**src/rtl/sc_pkg.sv**
```systemverilog
package sc_pkg;
    localparam int BCD_W = 4;
    localparam int SEG_W = 7;
    localparam int NUM_DIGITS = 2;
    typedef logic [BCD_W-1:0] bcd_t;
    typedef logic [SEG_W-1:0] seg_t;
    typedef logic [NUM_DIGITS-1:0] en_t;
endpackage

```
**src/rtl/sc_divider.sv**
```systemverilog
module sc_divider #(
    parameter int CLK_HZ  = 50_000_000,
    parameter int BASE_HZ = 4000,
    parameter int SEC_DIV = 1000
) (
    input  logic clk,
    input  logic rst,
    output logic sq_4k,
    output logic sq_2k,
    output logic sq_1k,
    output logic sq_1hz,
    output logic ms_tick,
    output logic sec_tick
);
    localparam int HALF  = CLK_HZ / (2 * BASE_HZ);
    localparam int PRE_W = $clog2(HALF + 1);
    localparam int SEC_W = $clog2(SEC_DIV + 1);
    localparam logic [PRE_W-1:0] PRE_LAST = PRE_W'(HALF - 1);
    localparam logic [SEC_W-1:0] MS_LAST  = SEC_W'(SEC_DIV - 1);
    localparam logic [SEC_W-1:0] MS_HALF  = SEC_W'(SEC_DIV / 2);

    typedef struct packed {
        logic [PRE_W-1:0] pre;
        logic             q4;
        logic             q2;
        logic             q1;
        logic [SEC_W-1:0] ms;
    } div_state_t;

    div_state_t st_d, st_q;
    logic half_tick;

    always_comb begin
        st_d      = st_q;
        half_tick = (st_q.pre == PRE_LAST);
        ms_tick   = half_tick & st_q.q4 & st_q.q2 & st_q.q1;
        sec_tick  = ms_tick & (st_q.ms == MS_LAST);
        if (half_tick) begin
            st_d.pre = '0;
            st_d.q4  = ~st_q.q4;
            if (st_q.q4) begin
                st_d.q2 = ~st_q.q2;
                if (st_q.q2) begin
                    st_d.q1 = ~st_q.q1;
                end
            end
        end else begin
            st_d.pre = st_q.pre + 1'b1;
        end
        if (ms_tick) begin
            st_d.ms = sec_tick ? '0 : st_q.ms + 1'b1;
        end
        if (rst) begin
            st_d = '0;
        end
    end

    always_ff @(posedge clk) begin
        st_q <= st_d;
    end

    assign sq_4k  = st_q.q4;
    assign sq_2k  = st_q.q2;
    assign sq_1k  = st_q.q1;
    assign sq_1hz = (st_q.ms >= MS_HALF);
endmodule

```
**src/rtl/sc_bcd_count.sv**
```systemverilog
module sc_bcd_count
    import sc_pkg::*;
#(
    parameter int UNITS_MAX = 9,
    parameter int TENS_MAX  = 5
) (
    input  logic clk,
    input  logic rst,
    input  logic step,
    output bcd_t units,
    output bcd_t tens
);
    localparam bcd_t U_LAST = BCD_W'(UNITS_MAX);
    localparam bcd_t T_LAST = BCD_W'(TENS_MAX);

    typedef struct packed {
        bcd_t units;
        bcd_t tens;
    } cnt_state_t;

    cnt_state_t st_d, st_q;

    always_comb begin
        st_d = st_q;
        if (step) begin
            if (st_q.units == U_LAST) begin
                st_d.units = '0;
                st_d.tens  = (st_q.tens == T_LAST) ? '0 : st_q.tens + 1'b1;
            end else begin
                st_d.units = st_q.units + 1'b1;
            end
        end
        if (rst) begin
            st_d = '0;
        end
    end

    always_ff @(posedge clk) begin
        st_q <= st_d;
    end

    assign units = st_q.units;
    assign tens  = st_q.tens;
endmodule

```
**src/rtl/sc_digit_mux.sv**
```systemverilog
module sc_digit_mux
    import sc_pkg::*;
(
    input  logic clk,
    input  logic rst,
    input  logic flip,
    input  bcd_t units,
    input  bcd_t tens,
    output logic sel,
    output bcd_t digit,
    output en_t  en_raw
);
    typedef struct packed {
        logic sel;
    } mux_state_t;

    mux_state_t st_d, st_q;

    always_comb begin
        st_d = st_q;
        if (flip) begin
            st_d.sel = ~st_q.sel;
        end
        if (rst) begin
            st_d = '0;
        end
    end

    always_ff @(posedge clk) begin
        st_q <= st_d;
    end

    assign sel    = st_q.sel;
    assign digit  = st_q.sel ? tens : units;
    assign en_raw = st_q.sel ? en_t'(2'b10) : en_t'(2'b01);
endmodule

```
**src/rtl/sc_seg_decode.sv**
```systemverilog
module sc_seg_decode
    import sc_pkg::*;
(
    input  bcd_t digit,
    output seg_t pattern
);
    always_comb begin
        case (digit)
            4'd0:    pattern = 7'h3F;
            4'd1:    pattern = 7'h06;
            4'd2:    pattern = 7'h5B;
            4'd3:    pattern = 7'h4F;
            4'd4:    pattern = 7'h66;
            4'd5:    pattern = 7'h6D;
            4'd6:    pattern = 7'h7D;
            4'd7:    pattern = 7'h07;
            4'd8:    pattern = 7'h7F;
            4'd9:    pattern = 7'h6F;
            default: pattern = 7'h00;
        endcase
    end
endmodule

```
**src/rtl/sec_counter_top.sv**
```systemverilog
module sec_counter_top
    import sc_pkg::*;
#(
    parameter int CLK_HZ      = 50_000_000,
    parameter int BASE_HZ     = 4000,
    parameter int SEC_DIV     = 1000,
    parameter bit ACTIVE_HIGH = 1'b1
) (
    input  logic       clk,
    input  logic       rst,
    output logic       sq_4k,
    output logic       sq_2k,
    output logic       sq_1k,
    output logic       sq_1hz,
    output logic [6:0] seg,
    output logic [1:0] dig_en
);
    logic ms_tick, sec_tick, sel;
    bcd_t units_q, tens_q, digit;
    en_t  en_raw;
    seg_t seg_raw;

    sc_divider #(.CLK_HZ(CLK_HZ), .BASE_HZ(BASE_HZ), .SEC_DIV(SEC_DIV)) u_div (
        .clk(clk), .rst(rst),
        .sq_4k(sq_4k), .sq_2k(sq_2k), .sq_1k(sq_1k), .sq_1hz(sq_1hz),
        .ms_tick(ms_tick), .sec_tick(sec_tick)
    );

    sc_bcd_count #(.UNITS_MAX(9), .TENS_MAX(5)) u_cnt (
        .clk(clk), .rst(rst), .step(sec_tick),
        .units(units_q), .tens(tens_q)
    );

    sc_digit_mux u_mux (
        .clk(clk), .rst(rst), .flip(ms_tick),
        .units(units_q), .tens(tens_q),
        .sel(sel), .digit(digit), .en_raw(en_raw)
    );

    sc_seg_decode u_dec (
        .digit(digit), .pattern(seg_raw)
    );

    generate
        if (ACTIVE_HIGH) begin : g_pos
            assign seg    = seg_raw;
            assign dig_en = en_raw;
        end else begin : g_neg
            assign seg    = ~seg_raw;
            assign dig_en = ~en_raw;
        end
    endgenerate
endmodule

```
**config.mk**
```make
export PLATFORM = sky130hd
export DESIGN_NAME = sec_counter_top
export DESIGN_NICKNAME = d
export VERILOG_FILES = /design/src/rtl/sc_pkg.sv /design/src/rtl/sc_divider.sv /design/src/rtl/sc_bcd_count.sv /design/src/rtl/sc_digit_mux.sv /design/src/rtl/sc_seg_decode.sv /design/src/rtl/sec_counter_top.sv
export SDC_FILE = /design/constraint.sdc
export NUM_CORES = 1
export LEC_CHECK = 0
export CAP_MARGIN = 5
export CORE_MARGIN = 5
export CORE_UTILIZATION = 40
export CTS_CLUSTER_SIZE = 28
export DETAILED_ROUTE_END_ITERATION = 12
export PLACE_DENSITY_LB_ADDON = 0.15
export SYNTH_ARGS = -nofsm -noshare
export SYNTH_HDL_FRONTEND = slang
export SYNTH_SLANG_ARGS = --single-unit
```
**constraint.sdc**
```tcl
create_clock -name clk -period 6.57 [get_ports clk]
set_input_delay 1.6425 -clock clk [delete_from_list [all_inputs] [get_ports clk]]
set_output_delay 1.6425 -clock clk [all_outputs]
set_load 0.05 [all_outputs]
```
==> flow_summary.ini, run 1 <==
[run_status]
status = completed

[timing]
tightestPinTransition_ns = 0.812
period_share = 0.671
hold_viol_final = 0
fin_skew_ns = 0.00552
slew_headroom = 0.457
hold_slack_ns = 0.469
layout_min_cycle_time_ns = 4.41
fmax_mhz = 227
setup_viol = 0
slew_viol_final = 0
rsz0062_at_grt = no
fin_tns_setup_ns = 0

[min_path]
hold_depth = 1
hold_path_end = u_div.st_q[13]
min_path_type = reg2reg
min-delay-start = u_div.st_q[13]

[setup_path]
reg2reg_slack_ns = 4.39
reg2regPathDepth = 6
crit_type = reg2out
rr_endpoint = u_cnt.tens[1]
cp_max_fo = 8
crit_arrival_ns = 2.77
end_kind = primary output
start_kind = register
required_ns = 4.93
reg2reg_from = u_div.st_q[13]

[clocking]
root_buffer = clkbuf_8
htreeDepth = 2
numCtsBuffers = 5
ctsLongestPathBuffers = 2
cts_hold_buf = 0
cts_resized = 0
cts.repair_timing.setup_buffer_count = 0
clkTransAtPathRegs_ns = 0.07
tritoncts = built
clock_sinks = 35
clock_latency_ns = 0.29

[logic_synthesis]
synth_top_family_by_area = simple AND/OR/NAND/NOR gates
synthCells = 221
synth_common_cells = dfxtp_1 (35), nor2_1 (30), nand2_1 (18), xor2_1 (17), nand3_1 (13)
yosys_warnings = 0
synth-edff-count = 0
synth_area_mm2 = 0.00194
synth_area_leaders = dfxtp_1 (36%), xor2_1 (7.7%), ha_1 (6.5%), nor2_1 (5.8%), nand4bb_4 (4.3%)
synth_simple_gate_area_share = 0.324
avgSynthCellArea_um2 = 8.78
async_reset_ff_frac = 0
synth_ff_type = dfxtp_1
synthAdderAreaFrac = 0.0645
muxShareOfSynthArea = 0.0258
yosysMostFrequentCell = dfxtp_1
synth_fp_nets = 233
synth_top_area_cell = dfxtp_1
synth_compound_area_frac = 0.0781
synth-xor-area-share = 0.117
ys_seq_elements = 35
synth.yosys.seq_area_share = 0.361
synth_top_area_share = 0.361
synth_cell_types = 37

[floorplanning]
design.core.area_mm2 = 0.00472
fp-row-count = 25
io_pins = 15
start_util = 0.411
die_h_um = 79.6
die_width_um = 79.6
die-area_mm2 = 0.00634

[power]
powerDensity_mw_per_mm2 = 176
power_mw = 0.393
ir_worst_vdd_v = 0.000110
leakage_nw = 0.763

[place]
io_buffers = 14
dpl.hpwl_um = 2610
place_congestion = 0.741

[global_routing]
overflow = 0
grt_util_all_layers = 0.132
grt_max_degree = 24
grt_pass1_vias = 1483
grt_pass1_wl_um = 6600
antenna_found_initial = 0

[layout]
final_core_util = 0.474
multi_input_area_mm2 = 0.00118
fillers = 482
antenna_cells = 0
syn2layout_area_growth_pct = 15.4
nets = 248
drive_gt1_frac = 0.0633
seqCellArea_um2 = 701

[route]
drt_iter0_markers = 58
via_per_inst = 4.99
via_count = 1517
drt_wl_total_um = 3590
dr.pass1.iters = 6
avgRoutedWirePerCell_um = 11.8
drc = 0
ant_nets = 0

[run]
max_cap_violations = 0
==> metrics by stage <==
step | std cells | cell area [um^2] | setup slack [ns]
2_1_floorplan | 221 | 1940 | 2.51
3_3_place_gp | 296 | 2140 | 2.53
3_5_place_dp | 296 | 2140 | 2.43
4_1_cts | 304 | 2240 | 2.11
5_1_grt | 304 | 2240 | 1.84
6_report | 304 | 2240 | 2.16
==> worst max path at each step <==
stage / startpoint / endpoint / slack [ns]
CTS: u_mux.sel / seg[3] / 2.11
detailed placement: u_mux.sel / seg[3] / 2.43
global placement: u_mux.sel / seg[0] / 2.53
global route: u_mux.sel / seg[0] / 1.84
floorplan: u_mux.sel / seg[0] / 2.51
finish: u_mux.sel / seg[3] / 2.16
==> worst max-delay path: stages (launching register included) <==
cell and delay, ns:
dfxtp_1 0.50, mux2i_1 0.56, inv_1 0.19, nor2_1 0.16, o21ai_0 0.13, o21ai_0 0.11, clkdlybuf4s50_1 0.82
==> metal layers <==
layer  wire length [um]  vias up  track usage
met5                  0        -            0
met4                 80        0       0.0670
met3                 99        8       0.0350
met2               1620       12        0.209
met1               1790      695        0.164
li1                   -      802            -
==> state kept, by name, summed over array words and instances, names as in the netlist <==
register,cells
u_cnt.units,4
u_mux.sel,1
u_div.sq_2k,1
u_div.sq_1k,1
u_div.sq_4k,1
u_cnt.tens,4
u_div.st_q,23
==> area by class of cell <==
type	instances	share of cell area
clock buffers	8	0.0447
inverters	8	0.0134
flip-flops and latches	35	0.313
well taps	67	0.0375
multi-input cells	172	0.529
repair buffers	14	0.0626
==> cell usage in the layout (no fill, tap or decap), types with 4 or more instances in the layout <==
cell type and n:
a21oi_1 11, clkbuf_8 7, clkdlybuf4s50_1 14, dfxtp_1 35
ha_1 10, inv_1 8, mux2i_1 5, nand2_1 18
nand3_1 13, nand4_1 8, nor2_1 30, nor3_1 5
o21ai_0 8, or4_1 4, xnor2_1 9, xor2_1 17
==> logic make-up (layout without fill, tap and decap cells) <==
| kind of cell | Yosys count | in the layout |
|---|---|---|
| multiplexers | 5 | 5 |
| AND/OR/NAND/NOR | 104 | 104 |
| AO/OA/AOI/OAI | 27 | 27 |
| XOR/XNOR | 26 | 26 |
| buffers and inverters | 14 | 30 |
| flip-flops | 35 | 35 |
| adder cells (fa/ha/maj) | 10 | 10 |
==> power by group <==
group	internal, mW	switching, mW
clock network	0.0956	0.0746
registers	0.214	0.00137
logic	0.00296	0.00522
(Power assumes the default switching activity.)
==> run 2: changes to the inputs <==
==> constraint.sdc (replaced) <==
create_clock -name clk -period 4.3 [get_ports clk]
set_input_delay 1.075 -clock clk [delete_from_list [all_inputs] [get_ports clk]]
set_output_delay 1.075 -clock clk [all_outputs]
set_load 0.05 [all_outputs]
==> flow_summary.ini, run 2 (synthesis gave the netlist of run 1 again) <==
[global_routing]
grt_util_all_layers = 0.131
grt_max_degree = 24
grt_pass1_wl_um = 6670
antenna_found_initial = 0
grt_pass1_vias = 1473
overflow = 0

[setup_path]
crit_buf_inv = 2
crit_chain = mux2i_1 > inv_1 > ha_1 > o22ai_1 > clkdlybuf4s50_1
cp_slowest_cell = clkdlybuf4s50_1
cp_max_fo = 8
crit_arrival_ns = 2.74
start_kind = register
cp-startpoint = u_mux.sel
crit_path_max_incr_delay_ns = 0.82
crit_type = reg2out
cp_top_family = buffers and inverters
required_ns = 3.22
end_kind = primary output
reg2reg_from = u_div.st_q[13]

[clocking]
htreeDepth = 2
numCtsBuffers = 5
clock_sinks = 35
clkTransAtPathRegs_ns = 0.08
cts_hold_buf = 0
cts.repair_timing.setup_buffer_count = 0
tritoncts = built
clock_latency_ns = 0.28
ctsLongestPathBuffers = 2
root_buffer = clkbuf_8
cts_resized = 0

[timing]
slew_headroom = 0.496
period_share = 0.886
fin_skew_ns = 0.00698
slew_viol_final = 0
worst_slack_ns = 0.488
fmax_mhz = 262
fin_tns_setup_ns = 0
tightestPinTransition_ns = 0.750
hold_viol_final = 0
layout_min_cycle_time_ns = 3.81
rsz0062_at_grt = no
setup_viol = 0

[power]
power_mw = 0.695
p_clk_frac = 0.508
powerDensity_mw_per_mm2 = 304
pwr-share-seq = 0.473
switching_share = 0.190
leakage_nw = 0.785
p_comb_frac = 0.019
power.internal_mw = 0.563
p_switching_mw = 0.132
ir_worst_vdd_v = 0.000181

[floorplanning]
die-area_mm2 = 0.00634
fp-row-count = 25
die_h_um = 79.6
die_width_um = 79.6
io_pins = 15
design.core.area_mm2 = 0.00472
start_util = 0.411

[layout]
top_register = u_div.st_q
finish.instance_area_mm2 = 0.00229
nets = 250
antenna_cells = 0
layout_common_cells = dfxtp_1 (35), nor2_1 (30), nand2_1 (18)
largest_register_ff_count = 23
layout_commonest_cell = dfxtp_1
drive_gt1_frac = 0.0753
syn2layout_area_growth_pct = 18.0
fillers = 455

[route]
ant_nets = 0
via_per_inst = 4.92
avgRoutedWirePerCell_um = 11.9
drt_iter0_markers = 48
dr.pass1.iters = 4
via_count = 1506
drt_wl_total_um = 3630
drc = 0

[run_status]
status = completed

[min_path]
min_path_type = reg2reg
min-delay-start = u_div.st_q[13]

[place]
dp_worst_setup_slack_ns = 0.786
io_buffers = 14
dpl.hpwl_um = 2610
place_congestion = 0.747
dpl_cell_area_mm2 = 0.00215

[run]
max_cap_violations = 0
[run 2: changes by cell type in the layout (fill, tap and decap cells not counted), sizes merged]
cell / before / now
buf: 0 / 2
clkinvlp: 0 / 1
clkbuf: 8 / 5
bufinv: 0 / 2
[run 2: power groups by stage]
stage / combinational [mW] / clock, mW / sequential (mW)
6_report: 0.0134 / 0.353 / 0.328
5_1_grt: 0.0152 / 0.378 / 0.329
4_1_cts: 0.0139 / 0.363 / 0.328
3_5_place_dp: 0.0138 / 0 / 0.336
3_3_place_gp: 0.0138 / 0 / 0.336
2_1_floorplan: 0.00965 / 0 / 0.336
[run 2: cell type report]
type / count / area, um^2 / area share
multi-input cells: 172 / 1180 / 0.517
inverters: 8 / 30.0 / 0.0131
clock buffers: 5 / 68.8 / 0.0301
clock inverters: 3 / 67.6 / 0.0295
well taps: 67 / 83.8 / 0.0366
flip-flops and latches: 35 / 701 / 0.306
repair buffers: 16 / 155 / 0.0678
[run 2: worst paths after layout]
path,depth (start not counted),slack (ns),to
worst max register to register,6,2.13,u_cnt.tens[1]
worst max-delay path,5,0.49,seg[6]
worst min-delay path,1,0.48,u_div.st_q[13]
worst min register to register,1,0.48,u_div.st_q[13]
[run 2: worst register-to-register path: stages, from the launching register on]
cell,delay [ns]
dfxtp_1,0.38
ha_1,0.22
nand4bb_4,0.17
nor4_4,0.54
nand2_2,0.13
or4_1,0.52
a21oi_1,0.14
[run 2: stage by stage]
stage          instances   util  hold WS (ns)
3_5_place_dp         298  0.456         0.461
4_1_cts              306  0.485         0.481
6_report             306  0.485         0.478
5_1_grt              306  0.485         0.516
2_1_floorplan        221      -         0.429
3_3_place_gp         298  0.456         0.446
[run 2: layer usage]
metal / share of wire / track usage / up-vias
met4: 0.0066 / 0.0412 / 0
li1: - / - / 800
met1: 0.51 / 0.170 / 695
met3: 0.022 / 0.0316 / 2
met2: 0.46 / 0.213 / 9
met5: 0 / 0 / -
